**src/rtl/nibble_cluster_mul.sv**
```systemverilog
module nibble_cluster_mul #(
  parameter int W = 16
) (
  input  logic                 clk,
  input  logic                 rst_n,
  input  logic                 in_valid,
  input  logic [W-1:0]         a_in,
  input  logic [W-1:0]         b_in,
  output logic                 out_valid,
  output logic [2*W-1:0]       product,
  output logic [$clog2((W/4)*(W/4)+1)-1:0] active_count
);
  localparam int N  = W / 4;
  localparam int NC = N * N;
  localparam int PW = 2 * W;
  localparam int CW = $clog2(NC + 1);

  logic [W-1:0] a_q, b_q;
  logic         v1, v2;
  logic [NC-1:0] en, live;
  logic [7:0]   prod [NC];
  logic [7:0]   pp   [NC];

  always_ff @(posedge clk) begin
    if (!rst_n) begin
      a_q <= '0;
      b_q <= '0;
      v1  <= 1'b0;
      v2  <= 1'b0;
    end else begin
      v1 <= in_valid;
      v2 <= v1;
      if (in_valid) begin
        a_q <= a_in;
        b_q <= b_in;
      end
    end
  end

  for (genvar i = 0; i < N; i++) begin : g_a
    for (genvar j = 0; j < N; j++) begin : g_b
      assign en[i*N+j]   = v1 & (|a_q[4*i +: 4]) & (|b_q[4*j +: 4]);
      assign prod[i*N+j] = {4'b0, a_q[4*i +: 4]} * {4'b0, b_q[4*j +: 4]};
    end
  end

  always_ff @(posedge clk) begin
    if (!rst_n) begin
      live <= '0;
      for (int k = 0; k < NC; k++) pp[k] <= '0;
    end else begin
      if (v1) live <= en;
      for (int k = 0; k < NC; k++)
        if (en[k]) pp[k] <= prod[k];
    end
  end

  always_comb begin
    product      = '0;
    active_count = '0;
    for (int i = 0; i < N; i++)
      for (int j = 0; j < N; j++)
        if (live[i*N+j]) begin
          product      = product + (PW'(pp[i*N+j]) << (4*(i+j)));
          active_count = active_count + CW'(1);
        end
  end

  assign out_valid = v2;
endmodule

```
**config.mk**
```make
export PLATFORM = sky130hd
export DESIGN_NAME = nibble_cluster_mul
export DESIGN_NICKNAME = d
export VERILOG_FILES = /design/src/rtl/nibble_cluster_mul.sv
export SDC_FILE = /design/constraint.sdc
export NUM_CORES = 1
export LEC_CHECK = 0
export ABC_CLOCK_PERIOD_IN_PS = 45500
export BUFFER_PORTS_ARGS = -buffer_cell sky130_fd_sc_hd__buf_2
export CORE_UTILIZATION = 40
export DETAILED_ROUTE_END_ITERATION = 8
export GPL_TIMING_DRIVEN = 0
export PLACE_DENSITY_LB_ADDON = 0.3
export SLEW_MARGIN = 20
export SYNTH_ARGS = -nofsm -noshare
export SYNTH_HDL_FRONTEND = slang
export SYNTH_SLANG_ARGS = --single-unit
```
**constraint.sdc**
```tcl
create_clock -name clk -period 45.5 [get_ports clk]
set_input_delay 2.275 -clock clk [delete_from_list [all_inputs] [get_ports clk]]
set_output_delay 2.275 -clock clk [all_outputs]
set_load 0.05 [all_outputs]
```
==> summary.log, run 1 <==
INFO  power_and_ir_drop power.density_cell_area=20.7nW/µm²
INFO  floorplan      initial_utilization=0.408
INFO  synthesis      number_of_flops_mapped_to_enable_cells_by_yosys=128
INFO  cts            ctsHtreeMaxLevel=4
INFO  critical_path  setup.worst_path.start_class=flop
INFO  critical_path  crit_path_top_delay_cell=a221oi_2
INFO  route          wirelength=61.9mm
INFO  critical_path  cp_top_family=compound AO/OA/AOI/OAI gates
INFO  global_route   pin_count_of_the_biggest_net_entering_global_routing=17
INFO  floorplan      floorplan.core_area=54100µm²
INFO  synthesis      ys_seq_elements=178
INFO  floorplan      area_of_the_die=56100µm²
INFO  synthesis      avgSynthCellArea=8.84µm²
INFO  cells_and_area final_design_area_no_fill=24000µm²
INFO  synthesis      ys_types=123
INFO  cells_and_area nNetsFinal=3023
INFO  floorplan      die_h=237µm
INFO  synthesis      synth.area.top_cells=ha_1, edfxtp_1, fa_1, and2_1, xnor2_1
INFO  global_route   antenna_violations_before_repair=0
INFO  cts            root_buffer=clkbuf_16
INFO  timing         setup-violations-final=0
INFO  global_route   wire_length_of_the_first_global_routing_pass=98.4mm
INFO  critical_path  timing.rr.start=b_q[15]
INFO  synthesis      synth-adder-area-share=0.251
INFO  cts            post-cts-setup-buffer-count=0
INFO  route          post-route-drc-count=0
INFO  cts            cts.sink_count=178
INFO  synthesis      post_synth_mux_area_share=0.0399
INFO  place          port_buffers=71
INFO  global_route   grt_pass1_vias=18000
INFO  route          detail_route.first_pass.iterations=7
INFO  cells_and_area layoutNonFillerInstCount=3303
INFO  cells_and_area syn2layout_area_growth=8.57%
INFO  cells_and_area final_common_cell=ha_1
INFO  cells_and_area layout_common_cells=ha_1, and2_1, nand2_1, nor2_1, inv_1
INFO  timing         layout_worst_path_cycle_share=0.503
INFO  cts            path_clk_slew=0.08ns
INFO  synthesis      yosys_warnings=0
INFO  timing         timing.final.max_slew_violations=0
INFO  cts            cts_tree=yes
INFO  critical_path  setup.worst_path.class=flop to primary output
INFO  timing         post-route-min-period=22.87ns
INFO  synthesis      synth_top_family_by_area=adder cells
INFO  critical_path  timing.critical_path.slowest_cell_delay=0.62ns
INFO  floorplan      rows=85
INFO  cells_and_area fin_util=0.443
INFO  critical_path  critical_path.most_common_cell=ha_1
INFO  power_and_ir_drop vdd_drop_max=0.0000229V
INFO  cells_and_area num-fill-cells=5231
INFO  route          drt-initial-drc-count=1256
INFO  timing         timing_worst_slew_pin_value=1.10ns
INFO  cells_and_area drive_above_1_share=0.0898
INFO  critical_path  crit_path_dat=20.60ns
INFO  place          place_congestion=0.899
INFO  timing         fmaxAchievable=0.0437GHz
INFO  cts            clk_path_buf_depth=2
INFO  route          dr_total_vias=18000
INFO  synthesis      synth_area_in_compound_gates=0.149
INFO  timing         rsz_0062_raised_after_global_routing=false
INFO  synthesis      mappedNetlistArea=22100µm²
INFO  synthesis      synthArstFlopShare=0
INFO  run            cap_violations=0
INFO  power_and_ir_drop power.total=495µW
INFO  place          placed_cell_area=23400µm²
INFO  critical_path  critical_path.max_fanout=10
INFO  critical_path  worst_ep_required_time=43.22ns
INFO  power_and_ir_drop static-leakage-power=0.0117µW
INFO  place          dp.cells=3271
INFO  critical_path  end_kind=primary output
INFO  cells_and_area multi_input_logic_area=16100µm²
INFO  synthesis      yosys_most_used_dff=edfxtp_1
INFO  floorplan      fp.dieW=237µm
INFO  route          avgRoutedWirePerCell=18.7µm
INFO  worst_hold_path worstHoldStart=a_q[0]
INFO  synthesis      postSynthCellCount=2497
INFO  global_route   total_track_usage=0.223
INFO  place          detailedPlacementHpwl=50.9mm
INFO  cells_and_area sequential_standard_cell_area=4840µm²
INFO  timing         slew_headroom=0.259
INFO  synthesis      synth.largest_area_cell=ha_1
INFO  timing         hold_viol=0
INFO  synthesis      synth-xor-area-share=0.0858
INFO  global_route   grt_overflow_total=0
INFO  synthesis      seq_area_frac_synth=0.220
INFO  synthesis      synth_top_cell_area_share=0.179
INFO  cts            cts_buffers=17
INFO  floorplan      ioPinCount=73
INFO  critical_path  timing.critical_path.from=live[0]
INFO  cts            ctsResizeCount=0
INFO  worst_hold_path min-delay-path-class=flop to flop
INFO  timing         total_negative_slack_for_setup_checks=0ns
INFO  timing         layout_skew=0.0178ns
INFO  route          postRouteAntennaNets=0
INFO  route          viasPerCell=5.46
INFO  cts            post_cts_hold_buffer_count=0
INFO  critical_path  critical_path.n_buffers_inverters=6
INFO  cells_and_area insertedDiodeCount=0
INFO  cts            worst_skew_pair.late_latency=0.46ns
INFO  status         status=finished, final reports clean
INFO  synthesis      post_synth_and_or_nand_nor_area_fraction=0.201
## worst paths after layout
path,to,slack (ns),cells past startpoint
worst max-delay path,product[29],22.63,82
worst min-delay path,a_q[0],0.64,2
worst max register to register,pp[0][31],41.19,12
worst min register to register,a_q[0],0.64,2
## routing by layer
layer	share of wire	up-vias	global-route usage
li1	-	8831	-
met1	0.48	8686	0.312
met2	0.44	445	0.355
met3	0.051	87	0.0274
met4	0.027	0	0.0726
met5	0	-	0
## logic make-up after synthesis
logic type	Yosys count
compound gates	482
xor+xnor	213
fa+ha+maj	396
buf+inv	277
flops	178
mux	83
other cells	1
simple gates	867
## state kept, by name, summed over array words and instances (netlist names)
signal	flops
b_q	16
pp	128
live	16
v1	1
out_valid	1
a_q	16
## cell usage after synthesis, drive strengths merged (13+ instances only)
cell and n:
nor2 187, nor3 32, xor2 74, mux2 37, nor4 13, inv 182
nand2 231, a21o 73, a31oi 13, o21a 32, and3 15, clkbuf 74
or2 16, nand3 31, buf 14, mux2i 46, ha 315, and2 236
a21oi 145, o21ai 87, fa 79, o21bai 29, xnor2 137, edfxtp 128
nor2b 55, dfxtp 50
## worst reg2reg max path, cell delays in order, from the launching register on
cell	delay, ns
dfxtp_1	0.74
clkbuf_1	0.61
nand2_1	0.18
fa_1	0.54
fa_1	0.55
inv_1	0.07
ha_1	0.29
a21o_1	0.18
a21oi_1	0.21
o21bai_1	0.10
a21oi_1	0.20
xor2_1	0.33
nor2_1	0.07
## power breakdown
group          total (µW)  leakage [µW]  internal [µW]  switching, µW
registers             194       0.00175            183           11.6
logic                 148       0.00965           52.7           95.5
clock network         153      0.000281           81.8           70.7
total                 495        0.0117            317            178
## through the flow
stage / worst slack, ns / hold WS, ns
3_3_place_gp: 23.63 / 0.607
2_1_floorplan: 26.47 / 0.535
4_1_cts: 22.78 / 0.640
6_report: 22.63 / 0.644
5_1_grt: 21.00 / 0.678
3_5_place_dp: 23.42 / 0.616
## final cells by class
cell class,count,share of cell area
clock inverters,14,0.00637
inverters,189,0.0296
flip-flops and latches,178,0.202
plain buffers,88,0.0196
repair buffers,76,0.0163
multi-input cells,2044,0.672
clock buffers,18,0.0179
well taps,696,0.0364
Power figures use the tool's default switching activity.
==> inputs of run 2 (changes only) <==
--- a/config.mk
+++ b/config.mk
@@ -5,7 +5,8 @@
 export SDC_FILE = /design/constraint.sdc
 export NUM_CORES = 1
 export LEC_CHECK = 0
-export ABC_CLOCK_PERIOD_IN_PS = 45500
+export ABC_AREA = 1
+export ABC_CLOCK_PERIOD_IN_PS = 22400
 export BUFFER_PORTS_ARGS = -buffer_cell sky130_fd_sc_hd__buf_2
 export CORE_UTILIZATION = 40
 export DETAILED_ROUTE_END_ITERATION = 8
==> constraint.sdc (replaced) <==
create_clock -name clk -period 22.4 [get_ports clk]
set_input_delay 1.12 -clock clk [delete_from_list [all_inputs] [get_ports clk]]
set_output_delay 1.12 -clock clk [all_outputs]
set_load 0.05 [all_outputs]
==> summary.log, run 2 <==
INFO  synthesis      postSynthCellCount=3167
INFO  timing         setup-violations-final=0
INFO  critical_path  timing.critical_path.slowest_cell_delay=0.50ns
INFO  synthesis      synth_top_family_by_area=simple AND/OR/NAND/NOR gates
INFO  synthesis      synth.area.top_cells=ha_1, edfxtp_1, nand2_1, inv_1, fa_1
INFO  power_and_ir_drop vdd_drop_max=0.0000359V
INFO  cts            cts_buffers=17
INFO  timing         timing.final.max_slew_violations=0
INFO  route          dr_total_vias=19100
INFO  critical_path  worst_ep_required_time=21.28ns
INFO  timing         layout_skew=0.0149ns
INFO  synthesis      number_of_flops_mapped_to_enable_cells_by_yosys=128
INFO  synthesis      mappedNetlistArea=21800µm²
INFO  synthesis      post_synth_mux_area_share=0
INFO  floorplan      die_h=236µm
INFO  floorplan      fp.dieW=236µm
INFO  timing         timing_worst_slew_pin_value=1.15ns
INFO  route          detail_route.first_pass.iterations=5
INFO  synthesis      synthArstFlopShare=0
INFO  critical_path  crit_path_top_delay_cell=o21ai_0
INFO  place          place_congestion=0.894
INFO  synthesis      yosys_most_used_dff=edfxtp_1
INFO  route          wirelength=57.9mm
INFO  cts            post-cts-setup-buffer-count=0
INFO  cts            worst_skew_pair.late_latency=0.48ns
INFO  route          avgRoutedWirePerCell=14.6µm
INFO  timing         total_negative_slack_for_setup_checks=0ns
INFO  global_route   grt_pass1_vias=17900
INFO  synthesis      synth_area_in_compound_gates=0.0925
INFO  synthesis      most_numerous_cell_in_the_yosys_netlist=nand2_1
INFO  power_and_ir_drop power_frac_clock=0.295
INFO  power_and_ir_drop share_comb_of_total_power=0.350
INFO  critical_path  timing.rr.start=b_q[15]
INFO  global_route   grt_overflow_total=0
INFO  cts            root_buffer=clkbuf_16
INFO  route          postRouteAntennaNets=0
INFO  timing         slew_headroom=0.223
INFO  cts            cts_tree=yes
INFO  global_route   pin_count_of_the_biggest_net_entering_global_routing=17
INFO  floorplan      initial_utilization=0.405
INFO  cells_and_area number_of_flip_flops_under_the_largest_register_name=128
INFO  synthesis      avgSynthCellArea=6.89µm²
INFO  synthesis      synth-xor-area-share=0.0369
INFO  critical_path  worst_r2r_endpoint=pp[0][63]
INFO  power_and_ir_drop power_switching_share=0.392
INFO  power_and_ir_drop power.density_cell_area=46.3nW/µm²
INFO  synthesis      synth.largest_area_cell=ha_1
INFO  synthesis      ys_seq_elements=178
INFO  floorplan      area_of_the_die=55500µm²
INFO  timing         hold_viol=0
INFO  global_route   total_track_usage=0.213
INFO  floorplan      rows=85
INFO  worst_hold_path worstHoldEndpoint=out_valid
INFO  floorplan      ioPinCount=73
INFO  cells_and_area drive_above_1_share=0.0712
INFO  synthesis      ys_types=47
INFO  cells_and_area layout_common_cells=nand2_1, inv_1, nor2_1, ha_1, o21ai_0
INFO  place          port_buffers=72
INFO  synthesis      synth-adder-area-share=0.253
INFO  synthesis      seq_area_frac_synth=0.222
INFO  timing         post-route-min-period=17.05ns
INFO  cts            ctsHtreeMaxLevel=4
INFO  cts            post_cts_hold_buffer_count=0
INFO  run            cap_violations=0
INFO  global_route   wire_length_of_the_first_global_routing_pass=93.3mm
INFO  worst_hold_path worst_hold_path.num_cells=2
INFO  power_and_ir_drop power.total=1100µW
INFO  status         status=finished, final reports clean
INFO  critical_path  crit_path_dat=15.93ns
INFO  timing         rsz_0062_raised_after_global_routing=false
INFO  critical_path  rrSetupSlack=17.80ns
INFO  synthesis      leading_cell_types_by_count_after_synthesis=nand2_1, inv_1, nor2_1
INFO  place          detailedPlacementHpwl=47.2mm
INFO  floorplan      floorplan.core_area=53800µm²
INFO  cts            clk_path_buf_depth=2
INFO  worst_hold_path min-delay-path-class=flop to flop
INFO  cells_and_area insertedDiodeCount=0
INFO  critical_path  timing.critical_path.from=live[0]
INFO  power_and_ir_drop internal_power=668µW
INFO  power_and_ir_drop sequential_share_of_power=0.355
INFO  route          post-route-drc-count=0
INFO  cts            ctsResizeCount=0
INFO  route          drt-initial-drc-count=1125
INFO  synthesis      synth_top_cell_area_share=0.181
INFO  cts            cts.sink_count=178
INFO  worst_hold_path worstHoldStart=v1
INFO  power_and_ir_drop net-switching-power=430µW
INFO  global_route   antenna_violations_before_repair=0
INFO  critical_path  critical_path.max_fanout=10
INFO  critical_path  critical_path.most_common_cell=inv_1
INFO  cells_and_area register_containing_the_most_flip_flops_in_the_final_layout=pp
INFO  route          viasPerCell=4.82
INFO  critical_path  end_kind=primary output
INFO  timing         fmaxAchievable=0.0586GHz
INFO  synthesis      yosys_warnings=0
INFO  critical_path  setup.worst_path.start_class=flop
INFO  synthesis      post_synth_and_or_nand_nor_area_fraction=0.263
INFO  critical_path  reg2reg_depth=16
INFO  cells_and_area syn2layout_area_growth=8.54%
INFO  timing         layout_worst_path_cycle_share=0.761
INFO  cells_and_area nNetsFinal=3689
INFO  power_and_ir_drop static-leakage-power=0.0136µW
INFO  cts            path_clk_slew=0.08ns
INFO  cells_and_area final_common_cell=nand2_1
INFO  critical_path  setup.worst_path.class=flop to primary output
## run 2: cell types whose count changed after synthesis, sizes merged, moves of 67 or more
| cell | delta |
|---|---|
| a21o | -70 |
| and2 | -232 |
| inv | +476 |
| nand2 | +581 |
| nand3 | +67 |
| nor2 | +172 |
| o21ai | +106 |
| xnor2 | -93 |
## run 2: worst max-delay path by stage
stage	end	cells after the start
2_1_floorplan	product[31]	101
3_3_place_gp	product[31]	95
3_5_place_dp	product[31]	95
4_1_cts	product[31]	95
5_1_grt	product[31]	97
6_report	product[31]	95
## run 2: metal layers
layer / GRT usage / wire (µm)
met5: 0 / 0
met4: 0.0685 / 1400
met3: 0.0216 / 2740
met2: 0.344 / 25400
met1: 0.296 / 28300
## run 2: cell families after synthesis
kind of cell | after synthesis
flip-flops | 178
AND/OR/NAND/NOR | 1360
AO/OA/AOI/OAI | 378
buffers and inverters | 764
adder cells (fa/ha/maj) | 394
XOR/XNOR | 92
other | 1
## run 2: power by group through the flow
stage / sequential, µW / clock [µW] / combinational (µW)
after detailed placement: 397 / 0 / 381
final: 390 / 324 / 384
after CTS: 390 / 327 / 384
after global routing: 392 / 338 / 434
after global placement: 397 / 0 / 378
after floorplan: 391 / 0 / 282
## run 2: stage by stage
step                std cells   util  setup WS [ns]  hold WS (ns)  area, µm²
CTS                      3969  0.440           5.30         0.605      23700
global placement         3937  0.428           6.00         0.601      23100
floorplan                3169      -           7.70         0.445      21800
finish                   3969  0.440           5.35         0.642      23700
global route             3969  0.440           3.77         0.644      23700
detailed placement       3937  0.428           5.90         0.592      23100
## run 2: cell type report
cell class                      count  area, µm²
Multi-Input combinational cell   2227      14100
Timing Repair Buffer               72        360
Clock inverter                     12        130
Buffer                            101        400
Tap cell                          696        871
Sequential cell                   178       4840
Inverter                          663       2490
Fill cell                        5657      30100
Clock buffer                       20        489
## run 2: worst max-delay path: cells and delay by family, from the launching register on
kind	cells	cell delay, ns
adders and majority gates	14	4.73
AOI/OAI and AO/OA	23	4.47
and+or+nand+nor	36	3.76
buffers and inverters	19	1.57
xor gates and xnor gates	3	0.54
DFF	1	0.35
==> inputs of run 3 (changes only) <==
--- a/config.mk
+++ b/config.mk
@@ -6,7 +6,7 @@
 export NUM_CORES = 1
 export LEC_CHECK = 0
 export ABC_AREA = 1
-export ABC_CLOCK_PERIOD_IN_PS = 22400
+export ABC_CLOCK_PERIOD_IN_PS = 15750
 export BUFFER_PORTS_ARGS = -buffer_cell sky130_fd_sc_hd__buf_2
 export CORE_UTILIZATION = 40
 export DETAILED_ROUTE_END_ITERATION = 8
==> constraint.sdc (replaced) <==
create_clock -name clk -period 15.75 [get_ports clk]
set_input_delay 0.7875 -clock clk [delete_from_list [all_inputs] [get_ports clk]]
set_output_delay 0.7875 -clock clk [all_outputs]
set_load 0.05 [all_outputs]
==> summary.log, run 3 (synthesis gave the netlist of run 2 again) <==
INFO  status         status=finished, final reports clean
INFO  route          viasPerCell=4.87
INFO  critical_path  worst_ep_required_time=14.96ns
INFO  place          place_congestion=0.894
INFO  cells_and_area layout_common_cells=nand2_1, inv_1, nor2_1, ha_1, o21ai_0
INFO  critical_path  setup.worst_path.start_class=flop
INFO  power_and_ir_drop power.total=1640µW
INFO  critical_path  end_kind=primary output
INFO  route          detail_route.first_pass.iterations=5
INFO  floorplan      die_h=236µm
INFO  critical_path  cp_top_family=adder cells
INFO  timing         timing_worst_slew_pin_value=1.12ns
INFO  critical_path  timing.critical_path.from=live[0]
INFO  floorplan      area_of_the_die=55500µm²
INFO  cells_and_area syn2layout_area_growth=15.6%
INFO  cells_and_area layoutNonFillerInstCount=4023
INFO  critical_path  critical_path.n_buffers_inverters=18
INFO  place          dp.cells=3937
INFO  global_route   antenna_violations_before_repair=0
INFO  route          dr_total_vias=19600
INFO  cts            ctsHtreeMaxLevel=4
INFO  global_route   grt_pass1_vias=18000
INFO  place          detailedPlacementHpwl=47.2mm
INFO  cts            root_buffer=clkbuf_16
INFO  route          drt-initial-drc-count=1181
INFO  timing         timing.final.ws_setup=0.595ns
INFO  cells_and_area insertedDiodeCount=0
INFO  critical_path  setup.worst_path.class=flop to primary output
INFO  timing         fmaxAchievable=0.0660GHz
INFO  critical_path  crit_path_top_delay_cell=fa_2
INFO  timing         timing.final.max_slew_violations=0
INFO  place          pre_cts_slack=-0.415ns
INFO  cells_and_area nNetsFinal=3743
INFO  critical_path  timing.rr.start=b_q[15]
INFO  cts            cts.sink_count=178
INFO  route          postRouteAntennaNets=0
INFO  timing         layout_skew=0.0128ns
INFO  timing         setup-violations-final=0
INFO  cells_and_area final_design_area_no_fill=25200µm²
INFO  timing         post-route-min-period=15.15ns
INFO  worst_hold_path worstHoldStart=b_in[12]
INFO  place          placed_cell_area=23100µm²
INFO  critical_path  crit_path_dat=14.37ns
INFO  cells_and_area register_containing_the_most_flip_flops_in_the_final_layout=pp
INFO  critical_path  timing.critical_path.slowest_cell_delay=0.46ns
INFO  floorplan      fp.dieW=236µm
INFO  timing         rsz_0062_raised_after_global_routing=true
INFO  route          post-route-drc-count=0
INFO  route          avgRoutedWirePerCell=14.9µm
INFO  place          port_buffers=72
INFO  cells_and_area final_common_cell=nand2_1
INFO  cells_and_area number_of_flip_flops_under_the_largest_register_name=128
INFO  cts            worst_skew_pair.late_latency=0.47ns
INFO  cts            cts_tree=yes
INFO  global_route   pin_count_of_the_biggest_net_entering_global_routing=17
INFO  critical_path  critical_path.most_common_cell=inv_1
INFO  timing         hold_viol=0
INFO  timing         slew_headroom=0.246
INFO  critical_path  critical_path.max_fanout=6
INFO  global_route   wire_length_of_the_first_global_routing_pass=93.7mm
INFO  global_route   grt_overflow_total=0
INFO  floorplan      ioPinCount=73
INFO  floorplan      floorplan.core_area=53800µm²
INFO  run            cap_violations=0
INFO  power_and_ir_drop vdd_drop_max=0.0000510V
INFO  global_route   total_track_usage=0.213
INFO  cells_and_area drive_above_1_share=0.148
INFO  floorplan      rows=85
INFO  power_and_ir_drop power.density_cell_area=64.8nW/µm²
INFO  worst_hold_path min-delay-path-class=primary input to flop
INFO  cts            path_clk_slew=0.07ns
INFO  cells_and_area fin_util=0.469
INFO  cts            cts_buffers=17
INFO  cts            clk_path_buf_depth=2
INFO  cells_and_area num-fill-cells=5473
INFO  timing         layout_worst_path_cycle_share=0.962
INFO  floorplan      initial_utilization=0.405
INFO  power_and_ir_drop static-leakage-power=0.0139µW
INFO  route          wirelength=60.1mm
## run 3: cell types whose count changed in the layout (fill, tap and decap cells not counted), sizes merged
cell	before	now
buf	84	138
## run 3: layout make-up
| class | count | area, µm² | share of cell area |
|---|---|---|---|
| Clock inverter | 12 | 130 | 0.00516 |
| Buffer | 101 | 404 | 0.0160 |
| Sequential cell | 178 | 4850 | 0.192 |
| Multi-Input combinational cell | 2227 | 15200 | 0.603 |
| Tap cell | 696 | 871 | 0.0345 |
| Clock buffer | 20 | 489 | 0.0194 |
| Inverter | 663 | 2500 | 0.0990 |
| Timing Repair Buffer | 126 | 778 | 0.0308 |
## run 3: per-layer routing
metal / track usage / routed length (µm) / vias to the layer above
met2: 0.346 / 26900 / 452
met5: 0 / 0 / -
met4: 0.0691 / 1600 / 0
met1: 0.296 / 28600 / 8866
met3: 0.0216 / 2930 / 87
li1: - / - / 10200
## run 3: stage by stage
stage	hold slack (ns)	TNS, ns
6_report	0.522	0
5_1_grt	0.539	-0.776
4_1_cts	0.510	0
3_5_place_dp	0.592	-0.770
3_3_place_gp	0.601	-0.463
2_1_floorplan	0.445	0
## run 3: worst min-delay path, delay by kind of cell
family,cells,cell delay (ns)
AO/OA/AOI/OAI,1,0.06
buffers and inverters,2,0.12
## run 3: worst paths after layout
path            endpoint  slack, ns  cells after the start
max          product[31]       0.60                     99
min              b_q[12]       0.52                      3
max reg2reg    pp[0][63]      11.17                     16
min reg2reg    out_valid       0.64                      2
## run 3: where the power goes
group	switching [µW]	total [µW]	internal (µW)	leakage, µW
registers	22.3	558	535	0.00175
logic	417	618	201	0.0118
clock network	208	460	253	0.000315
total	647	1640	989	0.0139
## run 3: timing repair
item	in CTS	in global routing
endpoints found under the setup margin	7	8
hold buffers	0	0
endpoints found under the hold margin	0	0
buffers inserted	5	49
gates resized for setup	31	262
pin swaps	5	138
